===== src/rtl/ir_rxq_pkg.sv =====
package ir_rxq_pkg;
  typedef enum logic [1:0] {
    SEL_IEN  = 2'd0,
    SEL_STA  = 2'd1,
    SEL_DAT  = 2'd2,
    SEL_NONE = 2'd3
  } reg_sel_e;

  localparam int NFLAG    = 3;
  localparam int FLG_OVF  = 0;
  localparam int FLG_PEND = 1;
  localparam int FLG_AVL  = 2;
  localparam int FIELD_LO = 8;
  // bit position of each flag / enable, indexed by flag number
  localparam int FLAG_POS [NFLAG] = '{0, 1, 4};
endpackage


===== src/rtl/ir_rxq_fifo.sv =====
module ir_rxq_fifo #(
  parameter int DEPTH = 16,
  parameter int DW    = 8,
  localparam int AW    = $clog2(DEPTH),
  localparam int CNT_W = AW + 1
) (
  input  logic             clk_i,
  input  logic             rst_ni,
  input  logic             push_i,
  input  logic [DW-1:0]    data_i,
  input  logic             pop_req_i,
  output logic [DW-1:0]    rd_data_o,
  output logic [CNT_W-1:0] count_o,
  output logic             full_o,
  output logic             pop_o,
  output logic             drop_o
);
  logic [DW-1:0]    mem_q [DEPTH];
  logic [AW-1:0]    wr_ptr_q, rd_ptr_q;
  logic [CNT_W-1:0] cnt_q;
  logic             empty, push_ok;

  assign empty   = (cnt_q == '0);
  assign full_o  = (cnt_q == CNT_W'(DEPTH));
  assign pop_o   = pop_req_i & ~empty;
  assign push_ok = push_i & (~full_o | pop_o);
  assign drop_o  = push_i & ~push_ok;

  assign rd_data_o = empty ? '0 : mem_q[rd_ptr_q];
  assign count_o   = cnt_q;

  always_ff @(posedge clk_i or negedge rst_ni) begin
    if (!rst_ni) begin
      wr_ptr_q <= '0;
      rd_ptr_q <= '0;
      cnt_q    <= '0;
    end else begin
      if (push_ok) wr_ptr_q <= wr_ptr_q + 1'b1;
      if (pop_o)   rd_ptr_q <= rd_ptr_q + 1'b1;
      case ({push_ok, pop_o})
        2'b10:   cnt_q <= cnt_q + 1'b1;
        2'b01:   cnt_q <= cnt_q - 1'b1;
        default: cnt_q <= cnt_q;
      endcase
    end
  end

  always_ff @(posedge clk_i) begin
    if (push_ok) mem_q[wr_ptr_q] <= data_i;
  end
endmodule


===== src/rtl/ir_rxq_flags.sv =====
module ir_rxq_flags #(
  parameter int N = 3
) (
  input  logic         clk_i,
  input  logic         rst_ni,
  input  logic [N-1:0] set_i,
  input  logic [N-1:0] clr_i,
  output logic [N-1:0] flags_o
);
  for (genvar g = 0; g < N; g++) begin : g_flag
    always_ff @(posedge clk_i or negedge rst_ni) begin
      if (!rst_ni)        flags_o[g] <= 1'b0;
      else if (set_i[g])  flags_o[g] <= 1'b1;  // set beats clear
      else if (clr_i[g])  flags_o[g] <= 1'b0;
    end
  end
endmodule


===== src/rtl/ir_rxq_regs.sv =====
module ir_rxq_regs
  import ir_rxq_pkg::*;
#(
  parameter int CNT_W = 5,
  parameter int DW    = 8
) (
  input  logic             clk_i,
  input  logic             rst_ni,
  input  logic [1:0]       sel_i,
  input  logic             we_i,
  input  logic             re_i,
  input  logic [31:0]      wdata_i,
  input  logic [NFLAG-1:0] flags_i,
  input  logic [CNT_W-1:0] count_i,
  input  logic [DW-1:0]    fifo_data_i,
  output logic [NFLAG-1:0] ien_o,
  output logic [CNT_W-1:0] level_o,
  output logic [NFLAG-1:0] clr_o,
  output logic             pop_req_o,
  output logic [31:0]      rdata_o
);
  logic ien_we, sta_we;
  assign ien_we    = we_i & (sel_i == SEL_IEN);
  assign sta_we    = we_i & (sel_i == SEL_STA);
  assign pop_req_o = re_i & (sel_i == SEL_DAT);

  always_ff @(posedge clk_i or negedge rst_ni) begin
    if (!rst_ni) level_o <= '0;
    else if (ien_we) level_o <= wdata_i[FIELD_LO +: CNT_W];
  end

  for (genvar g = 0; g < NFLAG; g++) begin : g_bit
    always_ff @(posedge clk_i or negedge rst_ni) begin
      if (!rst_ni)     ien_o[g] <= 1'b0;
      else if (ien_we) ien_o[g] <= wdata_i[FLAG_POS[g]];
    end
    assign clr_o[g] = sta_we & wdata_i[FLAG_POS[g]];
  end

  always_comb begin
    rdata_o = '0;
    case (sel_i)
      SEL_IEN: begin
        for (int i = 0; i < NFLAG; i++) rdata_o[FLAG_POS[i]] = ien_o[i];
        rdata_o[FIELD_LO +: CNT_W] = level_o;
      end
      SEL_STA: begin
        for (int i = 0; i < NFLAG; i++) rdata_o[FLAG_POS[i]] = flags_i[i];
        rdata_o[FIELD_LO +: CNT_W] = count_i;
      end
      SEL_DAT: rdata_o[DW-1:0] = fifo_data_i;
      default: rdata_o = '0;
    endcase
  end
endmodule


===== src/rtl/ir_rxq.sv =====
module ir_rxq
  import ir_rxq_pkg::*;
#(
  parameter int DEPTH = 16,
  parameter int DW    = 8,
  localparam int CNT_W = $clog2(DEPTH) + 1
) (
  input  logic          clk_i,
  input  logic          rst_ni,
  input  logic          push_valid_i,
  input  logic [DW-1:0] push_data_i,
  input  logic          pkt_end_i,
  input  logic [1:0]    reg_sel_i,
  input  logic          reg_we_i,
  input  logic          reg_re_i,
  input  logic [31:0]   wdata_i,
  output logic [31:0]   rdata_o,
  output logic          irq_o
);
  logic [CNT_W-1:0] fifo_count, level;
  logic [DW-1:0]    fifo_rd;
  logic             fifo_full, pop_req, pop, drop;
  logic [NFLAG-1:0] flags, ien, clr, set;

  ir_rxq_fifo #(.DEPTH(DEPTH), .DW(DW)) u_fifo (
    .clk_i, .rst_ni,
    .push_i    (push_valid_i),
    .data_i    (push_data_i),
    .pop_req_i (pop_req),
    .rd_data_o (fifo_rd),
    .count_o   (fifo_count),
    .full_o    (fifo_full),
    .pop_o     (pop),
    .drop_o    (drop)
  );

  assign set[FLG_OVF]  = drop;
  assign set[FLG_PEND] = pkt_end_i;
  assign set[FLG_AVL]  = (fifo_count > level);

  ir_rxq_flags #(.N(NFLAG)) u_flags (
    .clk_i, .rst_ni,
    .set_i   (set),
    .clr_i   (clr),
    .flags_o (flags)
  );

  ir_rxq_regs #(.CNT_W(CNT_W), .DW(DW)) u_regs (
    .clk_i, .rst_ni,
    .sel_i       (reg_sel_i),
    .we_i        (reg_we_i),
    .re_i        (reg_re_i),
    .wdata_i     (wdata_i),
    .flags_i     (flags),
    .count_i     (fifo_count),
    .fifo_data_i (fifo_rd),
    .ien_o       (ien),
    .level_o     (level),
    .clr_o       (clr),
    .pop_req_o   (pop_req),
    .rdata_o     (rdata_o)
  );

  assign irq_o = |(flags & ien);
endmodule


===== config.mk =====
export PLATFORM = sky130hd
export DESIGN_NAME = ir_rxq
export DESIGN_NICKNAME = d
export VERILOG_FILES = /design/src/rtl/ir_rxq_pkg.sv /design/src/rtl/ir_rxq_fifo.sv /design/src/rtl/ir_rxq_flags.sv /design/src/rtl/ir_rxq_regs.sv /design/src/rtl/ir_rxq.sv
export SDC_FILE = /design/constraint.sdc
export NUM_CORES = 1
export LEC_CHECK = 0
export BUFFER_PORTS_ARGS = -buffer_cell sky130_fd_sc_hd__buf_4
export CORE_MARGIN = 2
export CORE_UTILIZATION = 58
export CTS_BUF_LIST = sky130_fd_sc_hd__clkbuf_8 sky130_fd_sc_hd__clkbuf_16
export CTS_CLUSTER_SIZE = 24
export DETAILED_ROUTE_END_ITERATION = 7
export GPL_TIMING_DRIVEN = 0
export HOLD_SLACK_MARGIN = 0.15
export PLACE_DENSITY = 0.8
export SKIP_LAST_GASP = 1
export SLEW_MARGIN = 15
export SYNTH_ARGS = -nofsm -noshare
export SYNTH_HDL_FRONTEND = slang
export SYNTH_HIERARCHICAL = 1
export SYNTH_SLANG_ARGS = --single-unit
export TNS_END_PERCENT = 50

===== constraint.sdc =====
create_clock -name clk_i -period 2.9 [get_ports clk_i]
set_clock_uncertainty 0.2 [all_clocks]
set_input_delay 0.145 -clock clk_i [delete_from_list [all_inputs] [get_ports clk_i]]
set_output_delay 0.145 -clock clk_i [all_outputs]
set_load 0.02 [all_outputs]

==> results of run 1 <==
==> cells in the final DEF (no fill, tap or decap), types with 5 or more instances in the layout <==
cell,n
a211oi_1,12
and2_1,17
buf_2,7
buf_4,59
clkbuf_16,17
clkinv_1,5
conb_1,19
dfrtp_1,24
dlygate4sd3_1,30
edfxtp_1,128
ha_1,13
inv_1,23
mux2_2,9
mux2i_1,17
mux4_2,32
nand2_1,6
nor2_1,11
nor2b_1,8
xnor2_1,8
==> area by class of cell <==
| class | instances | area [um2] |
|---|---|---|
| repair buffers | 72 | 608 |
| clock inverters | 13 | 139 |
| plain buffers | 36 | 275 |
| inverters | 22 | 82.6 |
| fillers | 681 | 3140 |
| multi-input cells | 204 | 2130 |
| flip-flops and latches | 152 | 4440 |
| clock buffers | 17 | 425 |
| well taps | 143 | 179 |
==> registers in the layout (all words and copies together), names as in the netlist <==
register and count:
u_fifo/rd_ptr_q 4, u_fifo/mem_q 128, u_flags/flags_o 3, u_fifo/count_o 5
u_fifo/wr_ptr_q 4, u_regs/level_o 5, u_regs/ien_o 3
==> worst min-delay path by stage <==
stage / from / endpoint / slack, ns
2_1_floorplan: rst_ni / u_fifo/count_o[0] / -0.35
3_3_place_gp: rst_ni / u_regs/level_o[2] / -0.14
3_5_place_dp: rst_ni / u_regs/level_o[3] / -0.14
4_1_cts: u_flags/flags_o[2] / u_flags/flags_o[2] / 0.31
5_1_grt: rst_ni / u_regs/level_o[3] / 0.19
6_report: rst_ni / u_regs/level_o[3] / 0.14
==> tightest hold or removal path, delay by kind of cell <==
| family | cells | cell delay (ns) |
|---|---|---|
| buf+inv | 3 | 1.06 |
==> routing by layer <==
metal	part of all wire	vias to the layer above
li1	-	1712
met2	0.51	138
met5	0	-
met4	0.011	0
met3	0.067	13
met1	0.41	1947
==> power groups by stage <==
stage               clock network (mW)  registers [mW]  logic (mW)
global route                      2.23            2.90        2.77
finish                            2.11            2.87        2.57
CTS                               2.14            2.86        2.48
detailed placement                   0            2.90        2.35
global placement                     0            2.88        2.25
floorplan                            0            2.84        1.73
==> repair_timing <==
item / in CTS / in global routing
gates cloned: 0 / 0
hold endpoints to repair: 175 / 0
endpoints found under the setup margin: 9 / 9
resized for setup: 8 / 10
hold buffers: 31 / 0
==> flow_metrics.py, run 1 <==
metrics = {
    "timing": {
        "fmax_mhz": 357,
        "fin_ws_ns": 0.0962,
        "finalCritPeriodShare": 0.967,
        "hold_ws_ns": 0.144,
        "finalSetupTns_ns": 0,
        "relSlewSlack": 0.401,
        "hold_viol": 0,
        "worstMarginPinSlew_ns": 0.895,
        "setup_viol": 0,
        "drv_slew": 0,
        "finalCriticalPeriod_ns": 2.80,
        "rsz0062_at_grt": "true",
    },
    "die": {
        "rows": 39,
        "die_h_um": 112,
        "die_w_um": 112,
        "initial_utilization": 0.592,
        "pin_count": 81,
        "die_area_um2": 12500,
        "core_area_um2": 11400,
    },
    "power_and_ir_drop": {
        "total_power_mw": 7.54,
        "p_comb_frac": 0.340,
        "intPower_mw": 5.22,
        "swShare": 0.308,
        "seq_power_share": 0.380,
        "p_clk_frac": 0.280,
        "power_leakage_nw": 3.07,
        "powerDensity_nw_per_um2": 911,
        "ir_drop_v": 0.000618,
        "p_switching_mw": 2.32,
    },
    "cts": {
        "cts_tree": "done",
        "clk_pin_slew_ns": 0.06,
        "post-cts-setup-buffers": 0,
        "clkLatencyLatePin_ns": 0.41,
        "root_buffer": "clkbuf_16",
        "clock_path_buffers": 2,
        "cts.sinks": 152,
        "cts_htree_levels": 4,
        "cts_buffers": 17,
    },
    "critical_path": {
        "reg2reg_depth": 9,
        "ff2ff_setup_slack_ns": 0.17,
        "regToRegEndpoint": "u_fifo/count_o[4]",
        "crit_type": "flop to output pin",
        "critical_path.max_fanout": 10,
        "slowest_stage": "mux4_2",
        "crit_required_ns": 2.56,
        "startpoint_type": "flop",
        "critPathMaxStageDelay_ns": 0.49,
        "path_cells": "buf_6 -> buf_12 -> mux4_2 -> nor2b_1 -> a211oi_2 -> a211oi_1 -> and2_1 -> buf_4",
        "path_depth": 8,
        "crit_arrival_ns": 2.46,
        "critPathCapture": "rdata_o[5]",
        "cp_num_buf_inv": 3,
        "reg2reg_from": "u_fifo/count_o[1]",
        "cp-end-kind": "output pin",
        "crit_start": "u_fifo/rd_ptr_q[1]",
        "path_delay_family": "buffers and inverters",
    },
    "placed_design": {
        "dpl_cell_area_um2": 7340,
        "port_buffers": 37,
        "dp_cells": 599,
        "place_ws_ns": -0.522,
        "dp.final_hpwl_um": 8640,
        "gp_congestion": 0.847,
    },
    "layout": {
        "drive_gt1_frac": 0.310,
        "layoutNonFillerInstCount": 659,
        "fin_util": 0.725,
        "n_antenna_cell": 0,
        "synthToLayoutAreaGrowth_pct": 22.5,
        "nets": 567,
        "post-route-cell-area_um2": 8280,
    },
    "route": {
        "wl_per_cell_um": 20.4,
        "vias": 3810,
        "drt_iter0_drc": 534,
        "drt_wl_total_um": 13500,
        "via_per_inst": 5.78,
        "drt_pass1_iterations": 4,
        "ant_nets": 0,
        "drc": 0,
    },
    "synth": {
        "yosysWarnings": 6,
        "netlist_area_um2": 6760,
        "syn_area_per_cell_um2": 17.0,
        "synthCells": 397,
    },
    "grt": {
        "grt_use_met3": 0.0572,
        "gr-total-overflow": 0,
        "grtUsageMet2": 0.383,
        "antenna_found_initial": 0,
        "busiest_layer": "met2",
        "grt_use_met1": 0.297,
        "grtUsageTotal": 0.227,
        "grt_max_degree": 25,
        "grt_pass1_vias": 3838,
        "grt_pass1_wl_um": 20900,
    },
    "flow_run": {
        "cap_violations": 0,
    },
    "status": {
        "status": "completed",
    },
    "min_path": {
        "hp-class": "input pin to async pin",
    },
}
Note: power is estimated with default switching activity, not from simulation.
==> inputs of run 2 (changes only) <==
--- a/config.mk
+++ b/config.mk
@@ -18,6 +18,5 @@
 export SLEW_MARGIN = 15
 export SYNTH_ARGS = -nofsm -noshare
 export SYNTH_HDL_FRONTEND = slang
-export SYNTH_HIERARCHICAL = 1
 export SYNTH_SLANG_ARGS = --single-unit
 export TNS_END_PERCENT = 50
==> flow_metrics.py, run 2 <==
metrics = {
    "power_and_ir_drop": {
        "p_comb_frac": 0.304,
        "p_switching_mw": 2.25,
        "ir_drop_v": 0.000498,
        "p_clk_frac": 0.311,
        "intPower_mw": 5.18,
        "powerDensity_nw_per_um2": 913,
        "swShare": 0.303,
        "total_power_mw": 7.44,
        "seq_power_share": 0.385,
        "power_leakage_nw": 2.99,
    },
    "layout": {
        "drive_gt1_frac": 0.326,
        "largest_register_ffs": 128,
        "layout_common_cells": "edfxtp_1, buf_4, mux4_2",
        "largest_register": "u_fifo.mem_q",
        "fin_util": 0.745,
        "nets": 558,
        "multi_input_area_um2": 1980,
        "final_common_cell": "edfxtp_1",
        "post-route-cell-area_um2": 8150,
        "synthToLayoutAreaGrowth_pct": 24.0,
        "layoutNonFillerInstCount": 649,
        "n_antenna_cell": 0,
        "regArea_um2": 4450,
        "fillers": 625,
    },
    "synth": {
        "synth_area_leaders": "edfxtp_1, mux4_2, dfrtp_1",
        "ys_seq_area_frac": 0.677,
        "syn_area_per_cell_um2": 16.9,
        "synth-main-ff-cell": "edfxtp_1",
        "yosysTopAreaCellShare": 0.585,
        "synthDistinctLibCells": 45,
        "yosysMostFrequentCell": "edfxtp_1",
        "synth-async-reset-ratio": 0.158,
        "netlist_area_um2": 6570,
        "ys_ff_latch": 152,
        "synth_top_area_cell": "edfxtp_1",
        "yosys-top-cells-count": "edfxtp_1, mux4_2, nor2_1, dfrtp_1, nand2_1",
        "yosysWarnings": 0,
        "synthCells": 388,
        "synth-edff-count": 128,
    },
    "critical_path": {
        "crit_arrival_ns": 3.01,
        "regToRegEndpoint": "u_fifo.count_o[4]",
        "crit_start": "u_fifo.count_o[1]",
        "crit_type": "flop to flop",
        "crit_required_ns": 2.99,
        "startpoint_type": "flop",
        "critical_path.max_fanout": 5,
        "cp-end-kind": "flop",
        "ff2ff_setup_slack_ns": -0.01,
        "reg2reg_from": "u_fifo.count_o[1]",
        "reg2reg_depth": 9,
    },
    "placed_design": {
        "place_ws_ns": -0.0438,
        "port_buffers": 37,
        "dp_cells": 583,
        "gp_congestion": 0.801,
        "dp.final_hpwl_um": 8790,
        "dpl_cell_area_um2": 7100,
    },
    "grt": {
        "gr-total-overflow": 0,
        "grt_max_degree": 25,
        "grt_pass1_vias": 3975,
        "grtUsageTotal": 0.248,
        "antenna_found_initial": 0,
        "grt_pass1_wl_um": 22500,
    },
    "cts": {
        "clk_pin_slew_ns": 0.06,
        "cts_htree_levels": 4,
        "clock_path_buffers": 2,
        "clkLatencyLatePin_ns": 0.42,
        "cts_buffers": 17,
        "root_buffer": "clkbuf_16",
        "cts_tree": "done",
        "cts.sinks": 152,
    },
    "flow_run": {
        "cap_violations": 0,
    },
    "route": {
        "drc": 0,
        "drt_pass1_iterations": 5,
        "ant_nets": 0,
        "drt_iter0_drc": 462,
        "vias": 3885,
        "wl_per_cell_um": 22.1,
        "via_per_inst": 5.99,
        "drt_wl_total_um": 14300,
    },
    "timing": {
        "hold_ws_ns": 0.292,
        "relSlewSlack": 0.319,
        "fmax_mhz": 343,
        "rsz0062_at_grt": "true",
        "setup_viol": 1,
        "fin_ws_ns": -0.0146,
        "hold_viol": 0,
        "finalSetupTns_ns": -0.0146,
        "finalCritPeriodShare": 1.01,
        "worstMarginPinSlew_ns": 1.02,
        "finalCriticalPeriod_ns": 2.91,
        "drv_slew": 0,
    },
    "die": {
        "core_area_um2": 10900,
        "initial_utilization": 0.601,
        "die_h_um": 110,
        "pin_count": 81,
        "die_area_um2": 12200,
        "rows": 38,
        "die_w_um": 110,
    },
    "status": {
        "status": "finished, violations left",
        "violations": "setup timing",
    },
    "min_path": {
        "min_to": "u_regs.level_o[2]",
        "hold_path_depth": 4,
        "worstHoldStart": "wdata_i[10]",
        "hp-class": "input pin to flop",
    },
}
==> run 2: cell families after synthesis <==
logic type / share of synthesized area
flip-flops: 0.677
AND/OR/NAND/NOR: 0.0611
multiplexers: 0.147
other: 0.000571
adder cells (fa/ha/maj): 0.0278
XOR/XNOR: 0.0120
buffers and inverters: 0.0430
AO/OA/AOI/OAI: 0.0320
==> run 2: worst max path at each step <==
stage                        end  cells past startpoint
3_3_place_gp   u_fifo.count_o[4]                      9
2_1_floorplan  u_fifo.count_o[4]                      9
5_1_grt        u_fifo.count_o[4]                      9
4_1_cts        u_fifo.count_o[4]                      9
3_5_place_dp   u_fifo.count_o[4]                      9
6_report       u_fifo.count_o[4]                      9
==> run 2: area by class of cell <==
type | instances | share of cell area
flip-flops and latches | 152 | 0.546
multi-input cells | 205 | 0.243
repair buffers | 72 | 0.0771
clock buffers | 17 | 0.0522
plain buffers | 35 | 0.0295
clock inverters | 15 | 0.0244
well taps | 140 | 0.0215
inverters | 13 | 0.00599
==> run 2: power groups by stage <==
stage / clock (mW) / combinational, mW / sequential, mW
after floorplan: 0 / 1.52 / 2.84
after global placement: 0 / 1.99 / 2.88
after detailed placement: 0 / 2.05 / 2.90
after CTS: 2.34 / 2.17 / 2.87
after global routing: 2.43 / 2.45 / 2.89
final: 2.31 / 2.26 / 2.86
==> run 2: per-layer routing <==
layer,vias to the layer above,GRT usage,routed length (um)
li1,1678,-,-
met1,1949,0.323,5600
met2,230,0.411,7280
met3,28,0.0626,1160
met4,0,0.0892,306
met5,-,0,0
==> run 2: timing repair <==
item | CTS | global route
setup endpoints to repair | 7 | 9
hold buffers | 31 | 0
pin swaps | 0 | 1
hold endpoints to repair | 174 | 0
setup buffers | 0 | 4
resized for setup | 5 | 11
cloned | 0 | 0
==> run 2: critical path, cell delays in order, from the launching register on <==
cell      delay (ns)
dfrtp_2         0.41
or4_4           0.58
o21ai_4         0.18
nor2_2          0.10
ha_1            0.32
nor2b_1         0.15
o21a_1          0.21
or4_1           0.42
o211ai_1        0.11
o211ai_1        0.11
